File: config.mk
export PLATFORM = sky130hd
export DESIGN_NAME = dma_chan_regs
export DESIGN_NICKNAME = d
export VERILOG_FILES = /design/src/rtl/dma_chan_regs_pkg.sv /design/src/rtl/dma_chan_ctl.sv /design/src/rtl/dma_chan_dp.sv /design/src/rtl/dma_chan_regs.sv
export SDC_FILE = /design/constraint.sdc
export NUM_CORES = 1
export LEC_CHECK = 0
export BUFFER_PORTS_ARGS = -buffer_cell sky130_fd_sc_hd__clkbuf_2
export CAP_MARGIN = 20
export CORE_MARGIN = 2
export CORE_UTILIZATION = 40
export CTS_CLUSTER_DIAMETER = 120
export CTS_CLUSTER_SIZE = 24
export DETAILED_ROUTE_END_ITERATION = 8
export PLACE_DENSITY = 0.66
export SLEW_MARGIN = 25
export SYNTH_ARGS = -nofsm -noshare
export SYNTH_HDL_FRONTEND = slang
export SYNTH_SLANG_ARGS = --single-unit
File: constraint.sdc
create_clock -name clk -period 2.1 [get_ports clk]
set_input_delay 0.42 -clock clk [delete_from_list [all_inputs] [get_ports clk]]
set_output_delay 0.42 -clock clk [all_outputs]
set_load 0.01 [all_outputs]
File: src/rtl/dma_chan_regs_pkg.sv
package dma_chan_regs_pkg;

  localparam int WORD_W = 32;
  localparam int HALF_W = 16;

  // status bit positions
  localparam int BIT_RUN    = 15;
  localparam int BIT_PAUSE  = 14;
  localparam int BIT_FLUSH  = 13;
  localparam int BIT_WAKE   = 12;
  localparam int BIT_DEAD   = 11;
  localparam int BIT_ACTIVE = 10;
  localparam int BIT_BT     = 8;

  // word indices of the register window
  localparam int OFS_CTRL  = 0;
  localparam int OFS_STAT  = 1;
  localparam int OFS_PTRHI = 2;
  localparam int OFS_PTRLO = 3;
  localparam int OFS_ISEL  = 4;
  localparam int OFS_BSEL  = 5;
  localparam int OFS_WSEL  = 6;

  typedef struct packed {
    logic commit;     // load pending status
    logic markFlush;  // show FLUSH during handshake
    logic ldPtr;      // accept command pointer write
    logic ldDev;      // write device status bits
    logic ldIsel;
    logic ldBsel;
    logic ldWsel;
  } strobeT;

endpackage

File: src/rtl/dma_chan_ctl.sv
module dma_chan_ctl
  import dma_chan_regs_pkg::*;
#(
  parameter int WIDX_W = 6
) (
  input  logic               clk,
  input  logic               rstN,
  input  logic               wrEn,
  input  logic [WIDX_W-1:0]  wordIdx,
  input  logic [WORD_W-1:0]  regWrData,
  input  logic [HALF_W-1:0]  statusCur,
  input  logic               flushAck,
  output strobeT             strb,
  output logic [HALF_W-1:0]  pendStatus,
  output logic               flushReq,
  output logic               kick
);

  typedef enum logic {ST_IDLE, ST_FLUSH} ctlStateT;

  ctlStateT          stateQ;
  logic [HALF_W-1:0] heldQ;
  logic [HALF_W-1:0] nextSt;
  logic [HALF_W-1:0] wMask;
  logic [HALF_W-1:0] wVal;
  logic              flushBit;
  logic              stopOut;
  logic              ctlHit;
  logic              needFlush;
  logic              wakeReq;

  assign wMask = regWrData[WORD_W-1:HALF_W];
  assign wVal  = regWrData[HALF_W-1:0];

  always_comb begin
    nextSt = statusCur;
    nextSt[BIT_FLUSH] = 1'b0;
    if (wMask[BIT_RUN]) begin
      if (wVal[BIT_RUN]) begin
        nextSt[BIT_RUN] = 1'b1;
      end else begin
        nextSt[BIT_RUN]  = 1'b0;
        nextSt[BIT_DEAD] = 1'b0;
      end
    end
    wakeReq = wMask[BIT_WAKE] && wVal[BIT_WAKE];
    if (wakeReq && nextSt[BIT_RUN]) nextSt[BIT_WAKE] = 1'b1;
    if (wMask[BIT_PAUSE]) nextSt[BIT_PAUSE] = wVal[BIT_PAUSE];
    flushBit = wMask[BIT_FLUSH] && wVal[BIT_FLUSH];
    stopOut  = nextSt[BIT_PAUSE] || !nextSt[BIT_RUN];
    if (stopOut)
      nextSt[BIT_ACTIVE] = 1'b0;
    else if (wMask[BIT_RUN] || wMask[BIT_PAUSE] || wakeReq)
      nextSt[BIT_ACTIVE] = 1'b1;
  end

  always_comb begin
    ctlHit    = wrEn && (wordIdx == WIDX_W'(OFS_CTRL)) && (stateQ == ST_IDLE);
    needFlush = ctlHit && (stopOut || flushBit);
    strb.commit    = (ctlHit && !needFlush) || ((stateQ == ST_FLUSH) && flushAck);
    strb.markFlush = needFlush && flushBit;
    strb.ldPtr     = wrEn && (wordIdx == WIDX_W'(OFS_PTRLO)) && !statusCur[BIT_ACTIVE];
    strb.ldDev     = wrEn && (wordIdx == WIDX_W'(OFS_STAT));
    strb.ldIsel    = wrEn && (wordIdx == WIDX_W'(OFS_ISEL));
    strb.ldBsel    = wrEn && (wordIdx == WIDX_W'(OFS_BSEL));
    strb.ldWsel    = wrEn && (wordIdx == WIDX_W'(OFS_WSEL));
    pendStatus     = (stateQ == ST_FLUSH) ? heldQ : nextSt;
  end

  always_ff @(posedge clk) begin
    if (!rstN) begin
      stateQ <= ST_IDLE;
      heldQ  <= '0;
      kick   <= 1'b0;
    end else begin
      kick <= strb.commit && pendStatus[BIT_ACTIVE];
      case (stateQ)
        ST_IDLE: if (needFlush) begin
          stateQ <= ST_FLUSH;
          heldQ  <= nextSt;
        end
        ST_FLUSH: if (flushAck) stateQ <= ST_IDLE;
        default: stateQ <= ST_IDLE;
      endcase
    end
  end

  assign flushReq = (stateQ == ST_FLUSH);

  // request held until acknowledged
  assert_flush_hold_R6: assert property (@(posedge clk) disable iff (!rstN)
    flushReq && !flushAck |=> flushReq);

  // FLUSH status bit only visible during the handshake
  assert_flush_bit_window_R7: assert property (@(posedge clk) disable iff (!rstN)
    statusCur[BIT_FLUSH] |-> flushReq);

  // kick only follows a commit that left the channel active
  assert_kick_active_R8: assert property (@(posedge clk) disable iff (!rstN)
    kick |-> statusCur[BIT_ACTIVE]);

endmodule

File: src/rtl/dma_chan_dp.sv
module dma_chan_dp
  import dma_chan_regs_pkg::*;
#(
  parameter int WIDX_W  = 6,
  parameter int DEV_W   = 8,
  parameter int PTR_LSB = 4
) (
  input  logic               clk,
  input  logic               rstN,
  input  strobeT             strb,
  input  logic [HALF_W-1:0]  pendStatus,
  input  logic [WORD_W-1:0]  regWrData,
  input  logic [WIDX_W-1:0]  wordIdx,
  input  logic               rdAligned,
  input  logic               seqFetch,
  input  logic               seqHalt,
  input  logic               seqKill,
  input  logic               seqBranch,
  input  logic               seqBtVal,
  output logic [WORD_W-1:0]  regRdData,
  output logic [HALF_W-1:0]  statusQ,
  output logic [WORD_W-1:0]  cmdPtr,
  output logic [WORD_W-1:0]  intSel,
  output logic [WORD_W-1:0]  brSel,
  output logic [WORD_W-1:0]  waitSel,
  output logic               fetchReq
);

  logic [HALF_W-1:0] statusNxt;

  always_comb begin
    statusNxt = statusQ;
    if (strb.commit) begin
      statusNxt = pendStatus;
    end else begin
      if (seqFetch) statusNxt[BIT_WAKE] = 1'b0;
      if (seqHalt)  statusNxt[BIT_ACTIVE] = 1'b0;
      if (seqKill) begin
        statusNxt[BIT_DEAD]   = 1'b1;
        statusNxt[BIT_ACTIVE] = 1'b0;
      end
      if (seqBranch) statusNxt[BIT_BT] = seqBtVal;
      if (strb.markFlush) statusNxt[BIT_FLUSH] = 1'b1;
      if (strb.ldDev) statusNxt[DEV_W-1:0] = regWrData[DEV_W-1:0];
    end
  end

  always_ff @(posedge clk) begin
    if (!rstN) begin
      statusQ  <= '0;
      cmdPtr   <= '0;
      intSel   <= '0;
      brSel    <= '0;
      waitSel  <= '0;
      fetchReq <= 1'b0;
    end else begin
      statusQ  <= statusNxt;
      fetchReq <= strb.ldPtr;
      if (strb.ldPtr)  cmdPtr  <= {regWrData[WORD_W-1:PTR_LSB], PTR_LSB'(0)};
      if (strb.ldIsel) intSel  <= regWrData;
      if (strb.ldBsel) brSel   <= regWrData;
      if (strb.ldWsel) waitSel <= regWrData;
    end
  end

  always_comb begin
    regRdData = '0;
    if (rdAligned) begin
      case (wordIdx)
        WIDX_W'(OFS_CTRL),
        WIDX_W'(OFS_STAT):  regRdData = {{(WORD_W-HALF_W){1'b0}}, statusQ};
        WIDX_W'(OFS_PTRLO): regRdData = cmdPtr;
        WIDX_W'(OFS_ISEL):  regRdData = intSel;
        WIDX_W'(OFS_BSEL):  regRdData = brSel;
        WIDX_W'(OFS_WSEL):  regRdData = waitSel;
        default:            regRdData = '0;
      endcase
    end
  end

  // an active channel is always running and not paused
  assert_active_needs_run_R5: assert property (@(posedge clk) disable iff (!rstN)
    statusQ[BIT_ACTIVE] |-> statusQ[BIT_RUN] && !statusQ[BIT_PAUSE]);

  // pointer frozen while the channel stays active
  assert_ptr_locked_R9: assert property (@(posedge clk) disable iff (!rstN)
    statusQ[BIT_ACTIVE] && !strb.commit |=> $stable(cmdPtr));

endmodule

File: src/rtl/dma_chan_regs.sv
module dma_chan_regs
  import dma_chan_regs_pkg::*;
#(
  parameter int ADDR_W  = 8,
  parameter int DEV_W   = 8,
  parameter int PTR_LSB = 4
) (
  input  logic              clk,
  input  logic              rstN,
  input  logic              regWrEn,
  input  logic [ADDR_W-1:0] regAddr,
  input  logic [31:0]       regWrData,
  output logic [31:0]       regRdData,
  output logic              flushReq,
  input  logic              flushAck,
  output logic              kick,
  output logic              fetchReq,
  output logic [31:0]       cmdPtr,
  output logic [15:0]       chanStatus,
  output logic [31:0]       intSel,
  output logic [31:0]       brSel,
  output logic [31:0]       waitSel,
  input  logic              seqFetch,
  input  logic              seqHalt,
  input  logic              seqKill,
  input  logic              seqBranch,
  input  logic              seqBtVal
);

  localparam int WIDX_W = ADDR_W - 2;

  logic              aligned;
  logic [WIDX_W-1:0] wordIdx;
  strobeT            strb;
  logic [HALF_W-1:0] pendStatus;

  assign aligned = (regAddr[1:0] == 2'b00);
  assign wordIdx = regAddr[ADDR_W-1:2];

  dma_chan_ctl #(.WIDX_W(WIDX_W)) uCtl (
    .clk        (clk),
    .rstN       (rstN),
    .wrEn       (regWrEn && aligned),
    .wordIdx    (wordIdx),
    .regWrData  (regWrData),
    .statusCur  (chanStatus),
    .flushAck   (flushAck),
    .strb       (strb),
    .pendStatus (pendStatus),
    .flushReq   (flushReq),
    .kick       (kick)
  );

  dma_chan_dp #(.WIDX_W(WIDX_W), .DEV_W(DEV_W), .PTR_LSB(PTR_LSB)) uDp (
    .clk        (clk),
    .rstN       (rstN),
    .strb       (strb),
    .pendStatus (pendStatus),
    .regWrData  (regWrData),
    .wordIdx    (wordIdx),
    .rdAligned  (aligned),
    .seqFetch   (seqFetch),
    .seqHalt    (seqHalt),
    .seqKill    (seqKill),
    .seqBranch  (seqBranch),
    .seqBtVal   (seqBtVal),
    .regRdData  (regRdData),
    .statusQ    (chanStatus),
    .cmdPtr     (cmdPtr),
    .intSel     (intSel),
    .brSel      (brSel),
    .waitSel    (waitSel),
    .fetchReq   (fetchReq)
  );

endmodule

==> metrics.csv, run 1 <==
metric,value,unit
yosysUniqueCellTypes,46,
synth_top_area_share,47.0,%
cts_sinks,158,
critPathCaptureType,output port,
grt_first_pass_wirelength,36800,um
cts_tree,yes,
start_util,40.7,%
grt_most_used_layer,met2,
die_h,134,um
grt_pass1_vias,6328,
layout-drive-gt1-share,34.0,%
peakVddDrop,0.569,mV
ff2ff_setup_slack,380,ps
die_x,134,um
crit_path_cell_trace,"clkbuf_16, nor3b_4, and3_4, buf_12, o31ai_4, buf_4, buf_12, a21oi_2, buf_2",
n_antenna_cell,0,
cp.required,1680,ps
die_area,0.0179,mm^2
clk_pin_slew,60,ps
antenna_found_initial,0,
ys.flop_type,dfxtp_1,
drcViolationCount,0,
h-tree-depth,4,
syn_inst,850,
setup_ws,-102,ps
yosysTopAreaCell,dfxtp_1,
antenna_left,0,
drv_slew,0,
gp_congestion,0.885,
cts.path.max_buffers,2,
max_stage_delay,240,ps
area_growth,40.0,%
start_kind,input port,
dp_hpwl,16100,um
nNetsFinal,1132,
async_reset_ff_share,0,%
dp_slack,-185,ps
hold_depth,3,
via_per_inst,5.44,
path_max_fanout,16,
nFillCells,1554,
ios,228,
final_cells,1316,
rsz0062_at_grt,yes,
setup-violations-final,32,
ys_seq_area_share,47.0,%
cts-root-buf,clkbuf_16,
holdBufCountCts,0,
crit_top_cell,buf_12,
outcome,"complete, but fails checks",
fin_crit,2200,ps
path_depth,9,
grt_max_degree,63,
ys_ff_latch,158,
period_share,105,%
postRouteWirelength,24900,um
via_count,7160,
hold_class,input port to flip-flop,
cp.arrival,1780,ps
fp.coreArea,0.0165,mm^2
r2r_cells,5,
r2r-end,uDp.statusQ[10],
drt_iter0_markers,809,
path_buf_inv,5,
crit_type,input port to output port,
grtUsageMet1,37.1,%
p_per_area,708,mW/mm^2
yosysWarnings,0,
numCtsBuffers,17,
routedWlPerCell,18.9,um
firstDrtPassIters,7,
grtUsageMet2,40.9,%
synthTopCellsByArea,"dfxtp_1 47%, nand2_1 17%, a21oi_1 13%, a222oi_1 4.8%, buf_4 2.8%",
critPathTopFamily,buffers and inverters,
cellLeakagePower,3.72,nW
synth_area,0.00673,mm^2
dp.cells,1266,
cp-startpoint,regAddr[5],
grt_overflow,0,
hold_violations,0,
failed_checks,setup timing,
grtUsageTotal,26.5,%
met3_usage,6.24,%
fmax,454,MHz
io_buffers,223,
cp-endpoint,regRdData[31],
finClkSkew,10.9,ps
syn_avg_cell_area,7.91,um^2
slowest_stage,and3_4,
drv_cap,0,
synth-edff-count,0,
r2r-start,uDp.statusQ[15],
rows,47,
clock_latency,430,ps
## layout make-up
class | count | area [um^2] | share of cell area [%]
sequential | 158 | 3160 | 33.6
timing repair buffer | 294 | 2060 | 21.9
inverter | 1 | 6.26 | 0.0664
clock buffer | 23 | 488 | 5.18
multi-input combinational | 611 | 3270 | 34.7
tap | 220 | 275 | 2.92
clock inverter | 9 | 155 | 1.65
## logic make-up (layout without fill, tap and decap cells)
group | Yosys count | count (layout) | synth area share, %
flops | 158 | 158 | 47.0
mux | 14 | 14 | 2.18
compound gates | 239 | 239 | 21.6
simple gates | 354 | 354 | 22.3
other cells | 1 | 4 | 0.0558
buf+inv | 84 | 327 | 6.83
## placed cells by master, fill, tap and decap left out, drive strengths merged, types with 2 or more instances in the layout
| cell | synthesis | final |
|---|---|---|
| a211oi | 8 | 8 |
| a21oi | 175 | 175 |
| a222oi | 32 | 32 |
| a22oi | 12 | 12 |
| and2 | 4 | 4 |
| and3 | 3 | 3 |
| buf | 52 | 103 |
| bufinv | 0 | 4 |
| clkbuf | 31 | 214 |
| clkinv | 0 | 3 |
| conb | 1 | 4 |
| dfxtp | 158 | 158 |
| inv | 1 | 2 |
| mux2 | 2 | 2 |
| mux2i | 12 | 12 |
| nand2 | 301 | 301 |
| nand2b | 3 | 3 |
| nand3 | 6 | 6 |
| nand3b | 2 | 2 |
| nor2 | 19 | 19 |
| nor2b | 2 | 2 |
| nor3 | 3 | 3 |
| nor3b | 3 | 3 |
| nor4 | 2 | 2 |
| o21ai | 7 | 7 |
## per-stage QoR
step                total power, mW  hold WS, ps  instance area (um^2)  TNS [ps]  util [%]
finish                         6.67          252                  9420     -2050      57.0
global route                   6.84          245                  9420     -4250      57.0
CTS                            6.68          240                  9240     -2100      55.9
detailed placement             3.34          442                  8290     -3680      50.2
global placement               3.34          435                  8290     -3440      50.2
floorplan                      3.18          427                  6740         0         -
## metal layers
layer,up-vias,share of wire (%)
li1,3368,-
met1,3382,44
met2,382,46
met3,28,9.1
met4,0,1.4
met5,-,0
## flip-flops by register name (all words and copies together), names as in the netlist
name,cells
uCtl.flushReq,1
uCtl.heldQ,15
uCtl.kick,1
uDp.brSel,32
uDp.cmdPtr,28
uDp.fetchReq,1
uDp.intSel,32
uDp.statusQ,16
uDp.waitSel,32
## worst register-to-register path, delay by kind of cell (launching register included)
| kind | cells | cell delay (ps) |
|---|---|---|
| AO/OA/AOI/OAI | 2 | 270 |
| flip-flops | 1 | 400 |
| multiplexers | 1 | 360 |
| AND/OR/NAND/NOR | 2 | 620 |
## power breakdown
part / leakage, nW / switching [mW] / internal (mW)
registers: 1.27 / 0.00913 / 3.00
clock network: 0.314 / 1.23 / 2.12
logic: 2.14 / 0.186 / 0.124
total: 3.72 / 1.43 / 5.25
## worst min path at each step
stage | to | slack [ps] | startpoint
floorplan | uCtl.heldQ[10] | 430 | uCtl.heldQ[10]
global placement | uCtl.heldQ[10] | 440 | uCtl.heldQ[10]
detailed placement | uCtl.heldQ[8] | 440 | uCtl.heldQ[8]
CTS | uDp.brSel[25] | 240 | regWrData[25]
global route | uDp.cmdPtr[25] | 250 | regWrData[25]
finish | uDp.brSel[17] | 250 | regWrData[17]
## repair_timing
| action | 4_1_cts | 5_1_grt |
|---|---|---|
| pin swaps | 18 | 20 |
| setup buffers | 5 | 8 |
| resized for setup | 38 | 61 |
| setup endpoints to repair | 32 | 32 |
| gates cloned | 3 | 4 |
## Yosys cell counts, types with 2 or more instances
master,count
dfxtp_1,158
buf_1,2
and3_1,2
buf_4,25
o21ai_0,6
and2_1,4
buf_6,3
nand3_4,2
nand2_1,301
nand3b_1,2
nand3_1,3
a222oi_1,32
nor3_1,2
nand2b_1,2
nor2_1,19
buf_2,22
clkbuf_1,31
a211oi_1,8
mux2i_1,12
nor2b_1,2
nor3b_2,2
a22oi_1,12
a21oi_1,175
Note: power is estimated with default switching activity, not from simulation.
==> run 2, diff against run 1 <==
CORE_MARGIN = not set   (was 2)
CTS_BUF_LIST = sky130_fd_sc_hd__clkbuf_4 sky130_fd_sc_hd__clkbuf_8   (was not set)
GPL_ROUTABILITY_DRIVEN = 1   (was not set)
==> run 2 against run 1 <==
  * The flow still finishes with violations (setup timing)
  * Via count decreased by 1.2%
  * Cell count is 0.61% lower
  * Fmax grew 0.53%
  * Sequential share of layout area is 1.4 points higher
  * Core utilization is 2.2 points lower
==> metrics.csv, run 2 (synthesis results as in run 1) <==
metric,value,unit,change
outcome,"complete, but fails checks",,
failed_checks,setup timing,,
antenna_left,0,,unchanged
crit_type,input port to output port,,
h-tree-depth,4,,unchanged
rows,47,,unchanged
layout-drive-gt1-share,32.3,%,-1.8 points
stdcell_area,0.00905,mm^2,-3.9%
fmax,456,MHz,+0.53%
ff2ff_setup_slack,400,ps,+20 ps
antenna_found_initial,0,,unchanged
holdBufCountCts,0,,unchanged
cts_sinks,158,,unchanged
clk_pin_slew,90,ps,+30 ps
drv_slew,0,,unchanged
grtUsageTotal,26.8,%,+0.26 points
dp.cells,1268,,+0.16%
n_antenna_cell,0,,unchanged
dp_hpwl,16200,um,+0.69%
cp.arrival,1770,ps,about the same
setup-violations-final,32,,unchanged
postRouteWirelength,23700,um,-4.8%
via_count,7077,,-1.2%
min_to,uDp.intSel[27],,
grt_overflow,0,,unchanged
cp.required,1680,ps,about the same
seqCellArea,0.00316,mm^2,unchanged
start_util,40.7,%,unchanged
numCtsBuffers,17,,unchanged
peakVddDrop,0.444,mV,-22%
cts_tree,yes,,
cp-startpoint,regAddr[2],,
die_area,0.0173,mm^2,-3.0%
fin_setup_tns,-1830,ps,+212 ps
fp.coreArea,0.0165,mm^2,unchanged
nFillCells,1529,,-1.6%
placed_area,0.00832,mm^2,+0.36%
path_max_fanout,9,,-7
finClkSkew,12.0,ps,+1.12 ps
largestRegisters,"uDp.brSel x32, uDp.intSel x32, uDp.waitSel x32",,
io_buffers,223,,unchanged
start_kind,input port,,
cts-root-buf,clkbuf_8,,
cts.path.max_buffers,2,,unchanged
period_share,104,%,-0.55 points
hold_class,input port to flip-flop,,
worstHoldStart,regWrData[27],,
die_h,132,um,-1.5%
firstDrtPassIters,6,,-1
critPathCaptureType,output port,,
nNetsFinal,1124,,-0.71%
drt_iter0_markers,741,,-8.4%
cellLeakagePower,3.56,nW,-4.5%
fin_crit,2190,ps,-11.6 ps
setup_ws,-90.9,ps,+11.6 ps
die_x,132,um,-1.5%
hold_depth,3,,unchanged
drcViolationCount,0,,unchanged
grt_pass1_vias,6287,,-0.65%
drv_cap,0,,unchanged
ios,228,,unchanged
routedWlPerCell,18.1,um,-4.2%
r2r-end,uDp.statusQ[10],,
mostFrequentLayoutCell,nand2_1,,
clock_latency,450,ps,+20 ps
gp_congestion,0.848,,-4.1%
p_per_area,640,mW/mm^2,-9.7%
hold_violations,0,,unchanged
final_cell_mix,"301 x nand2_1, 191 x clkbuf_2, 166 x a21oi_1, 158 x dfxtp_1, 35 x buf_4",,
via_per_inst,5.41,,-0.55%
multi_input_area,0.00320,mm^2,-2.1%
rsz0062_at_grt,yes,,
r2r_cells,5,,unchanged
r2r-start,uDp.statusQ[15],,
area_growth,34.5,%,
grt_max_degree,44,,-30%
grt_first_pass_wirelength,36100,um,-1.9%
final_cells,1308,,-0.61%
-- run 2: worst max path at each step --
stage / slack (ps) / to / cells past startpoint
detailed placement: -170 / regRdData[16] / 7
global placement: -180 / regRdData[28] / 7
global route: -150 / regRdData[8] / 8
floorplan: 120 / regRdData[10] / 6
finish: -90 / regRdData[14] / 7
CTS: -60 / regRdData[23] / 8
-- run 2: worst max-delay path, cell delays in order --
cell	delay, ps
buf_8	100
nor3b_4	150
and3_4	250
a222oi_1	450
buf_4	200
a21oi_2	50
buf_2	140
-- run 2: routing by layer --
layer / track usage (%) / part of all wire (%) / routed length, um
met2: 40.2 / 44 / 10500
met5: 0 / 0 / 0
met1: 38.1 / 45 / 10800
met3: 5.25 / 8.4 / 1990
met4: 8.85 / 1.7 / 399
-- run 2: what timing repair did --
item                       4_1_cts  5_1_grt
setup buffers                    3        3
setup endpoints to repair       32       32
pin swaps                       23       15
resized for setup               29       45
gates cloned                     1        2
-- run 2: through the flow --
stage / hold slack [ps] / worst slack [ps] / util (%) / power [mW]
global placement: 435 / -180 / 50.3 / 3.34
finish: 233 / -90.9 / 54.8 / 5.79
floorplan: 427 / 115 / - / 3.18
detailed placement: 440 / -169 / 50.3 / 3.34
CTS: 208 / -62.2 / 54.1 / 5.81
global route: 221 / -153 / 54.8 / 5.95
-- run 2: report_power, final --
part	internal [mW]	leakage, nW	switching [mW]
clock network	1.34	0.215	1.13
logic	0.123	2.07	0.181
registers	3.00	1.27	0.00983
total	4.46	3.56	1.32
-- run 2: area by class of cell --
cell class | count | share of cell area (%)
repair buffers | 286 | 21.8
clock buffers | 20 | 2.90
clock inverters | 12 | 1.85
well taps | 220 | 3.04
multi-input cells | 611 | 35.4
flip-flops and latches | 158 | 35.0
inverters | 1 | 0.0691
==> run 3, diff against run 2 <==
TNS_END_PERCENT = 5   (was not set)
==> run 3 against run 2 <==
  * The run still ends with setup timing left
  * Clock-buffer cell count unchanged
  * Cell area decreased by 1.2%
  * Setup slack got worse by 52 ps
  * Register-to-register slack got worse by 30 ps
  * Hold slack got worse by 0.64 ps
  * Power decreased by 0.23%
  * First-iteration DRC count increased by 3.1%
  * Clock power about the same
  * Core utilization decreased by 0.64 points
  * Largest power group unchanged
==> metrics.csv, run 3 (synthesis results as in run 1) <==
metric,value,unit,change
dp_slack,-169,ps,unchanged
area_growth,32.9,%,
final_cell_mix,"301 x nand2_1, 205 x clkbuf_2, 174 x a21oi_1, 158 x dfxtp_1, 37 x buf_4",,
clk_pin_slew,90,ps,about the same
largestRegisters,"uDp.brSel x32, uDp.intSel x32, uDp.waitSel x32",,
crit_type,input port to output port,,
routedWlPerCell,18.0,um,-0.82%
rows,47,,unchanged
r2r-end,uDp.statusQ[10],,
cp.arrival,1820,ps,+50 ps
fin_crit,2240,ps,+52.3 ps
antenna_found_initial,0,,unchanged
ios,228,,unchanged
drv_cap,0,,unchanged
finClkSkew,10.3,ps,-1.75 ps
die_area,0.0173,mm^2,unchanged
cts_tree,yes,,
period_share,107,%,+2.5 points
outcome,"complete, but fails checks",,
fmax,446,MHz,-2.3%
grt_pass1_vias,6266,,-0.33%
crit_path_cell_trace,"buf_8, nor2b_4, and4b_4, buf_12, a222oi_1, a21oi_1, buf_2",,
start_util,40.7,%,unchanged
p_per_area,646,mW/mm^2,+0.94%
dp_hpwl,16200,um,unchanged
die_h,132,um,unchanged
mostFrequentLayoutCell,nand2_1,,
nNetsFinal,1122,,-0.18%
holdBufCountCts,0,,unchanged
setup_ws,-143,ps,-52.3 ps
firstDrtPassIters,7,,+1
peakVddDrop,0.445,mV,+0.16%
max_stage_delay,450,ps,about the same
grtUsageTotal,26.7,%,about the same
ff2ff_setup_slack,370,ps,-30 ps
drcViolationCount,0,,unchanged
slowest_stage,a222oi_1,,
min_to,uDp.cmdPtr[23],,
r2r_cells,5,,unchanged
cts-root-buf,clkbuf_8,,
start_kind,input port,,
hold_violations,0,,unchanged
antenna_left,0,,unchanged
grt_max_degree,44,,unchanged
setup-violations-final,32,,unchanged
cts.path.max_buffers,2,,unchanged
hold_class,input port to flip-flop,,
numCtsBuffers,17,,unchanged
grt_first_pass_wirelength,36100,um,about the same
failed_checks,setup timing,,
r2r-start,uDp.statusQ[15],,
gp_congestion,0.848,,unchanged
via_count,7065,,-0.17%
critPathTopFamily,compound AO/OA/AOI/OAI gates,,
drv_slew,0,,unchanged
die_x,132,um,unchanged
path_buf_inv,3,,unchanged
worstHoldStart,regWrData[23],,
path_max_fanout,7,,-2
clock_latency,450,ps,about the same
cts_sinks,158,,unchanged
postRouteWirelength,23500,um,-0.97%
h-tree-depth,4,,unchanged
rsz0062_at_grt,yes,,
cellLeakagePower,3.52,nW,-1.2%
drt_iter0_markers,764,,+3.1%
cp.required,1680,ps,about the same
layout-drive-gt1-share,31.3,%,-0.95 points
hold_depth,3,,unchanged
fp.coreArea,0.0165,mm^2,unchanged
critPathCaptureType,output port,,
io_buffers,223,,unchanged
n_antenna_cell,0,,unchanged
final_util,54.1,%,-0.64 points
via_per_inst,5.41,,about the same
grt_overflow,0,,unchanged
nFillCells,1539,,+0.65%
-- run 3: cell count changes in the layout (fill, tap and decap cells not counted), moves of 3 or more --
| cell | change |
|---|---|
| buf_2 | -13 |
| a21oi_1 | +8 |
| a21oi_2 | -8 |
| buf_6 | -3 |
| clkbuf_2 | +14 |
-- run 3: worst min-delay path, cell delays in order --
cell and delay, ps:
clkbuf_2 110, nand2_1 60, a21oi_1 50
-- run 3: worst max-delay path by stage --
stage / from / endpoint / slack [ps] / cells after the start
finish: regAddr[4] / regRdData[28] / -140 / 7
CTS: regAddr[6] / regRdData[7] / -80 / 8
detailed placement: regAddr[2] / regRdData[16] / -170 / 7
floorplan: regAddr[7] / regRdData[10] / 120 / 6
global route: regAddr[4] / regRdData[28] / -170 / 7
global placement: regAddr[2] / regRdData[28] / -180 / 7
-- run 3: routing by layer --
metal | vias up | share of wire (%) | GRT usage (%)
li1 | 3351 | - | -
met5 | - | 0 | 0
met4 | 0 | 1.5 | 8.66
met2 | 364 | 44 | 40.2
met3 | 28 | 7.6 | 4.51
met1 | 3322 | 46 | 38.6
-- run 3: final cells by class --
class                   instances  area [um^2]  area share [%]
well taps                     220          275            3.08
flip-flops and latches        158         3160            35.4
clock inverters                12          168            1.87
multi-input cells             611         3160            35.4
inverters                       1         6.26          0.0700
clock buffers                  20          263            2.94
repair buffers                284         1900            21.3
-- run 3: metrics by stage --
stage	cell area, um^2	TNS, ps	cells	hold WS [ps]	total power, mW
final	8940	-2410	1306	232	5.77
after detailed placement	8320	-4650	1268	440	3.34
after floorplan	6740	0	853	427	3.18
after CTS	8860	-1790	1302	208	5.80
after global routing	8940	-3420	1306	221	5.94
after global placement	8320	-3990	1268	435	3.34
-- run 3: timing repair --
item | CTS | global route
gates cloned | 1 | 1
resized for setup | 20 | 26
endpoints found under the setup margin | 32 | 32
buffers inserted | 1 | 3
pin swaps | 17 | 14
-- run 3: power by group --
group	internal (mW)	switching (mW)	leakage (nW)	total, mW
registers	3.00	0.00970	1.27	3.01
clock network	1.34	1.13	0.215	2.47
logic	0.116	0.179	2.03	0.294
total	4.46	1.32	3.52	5.77
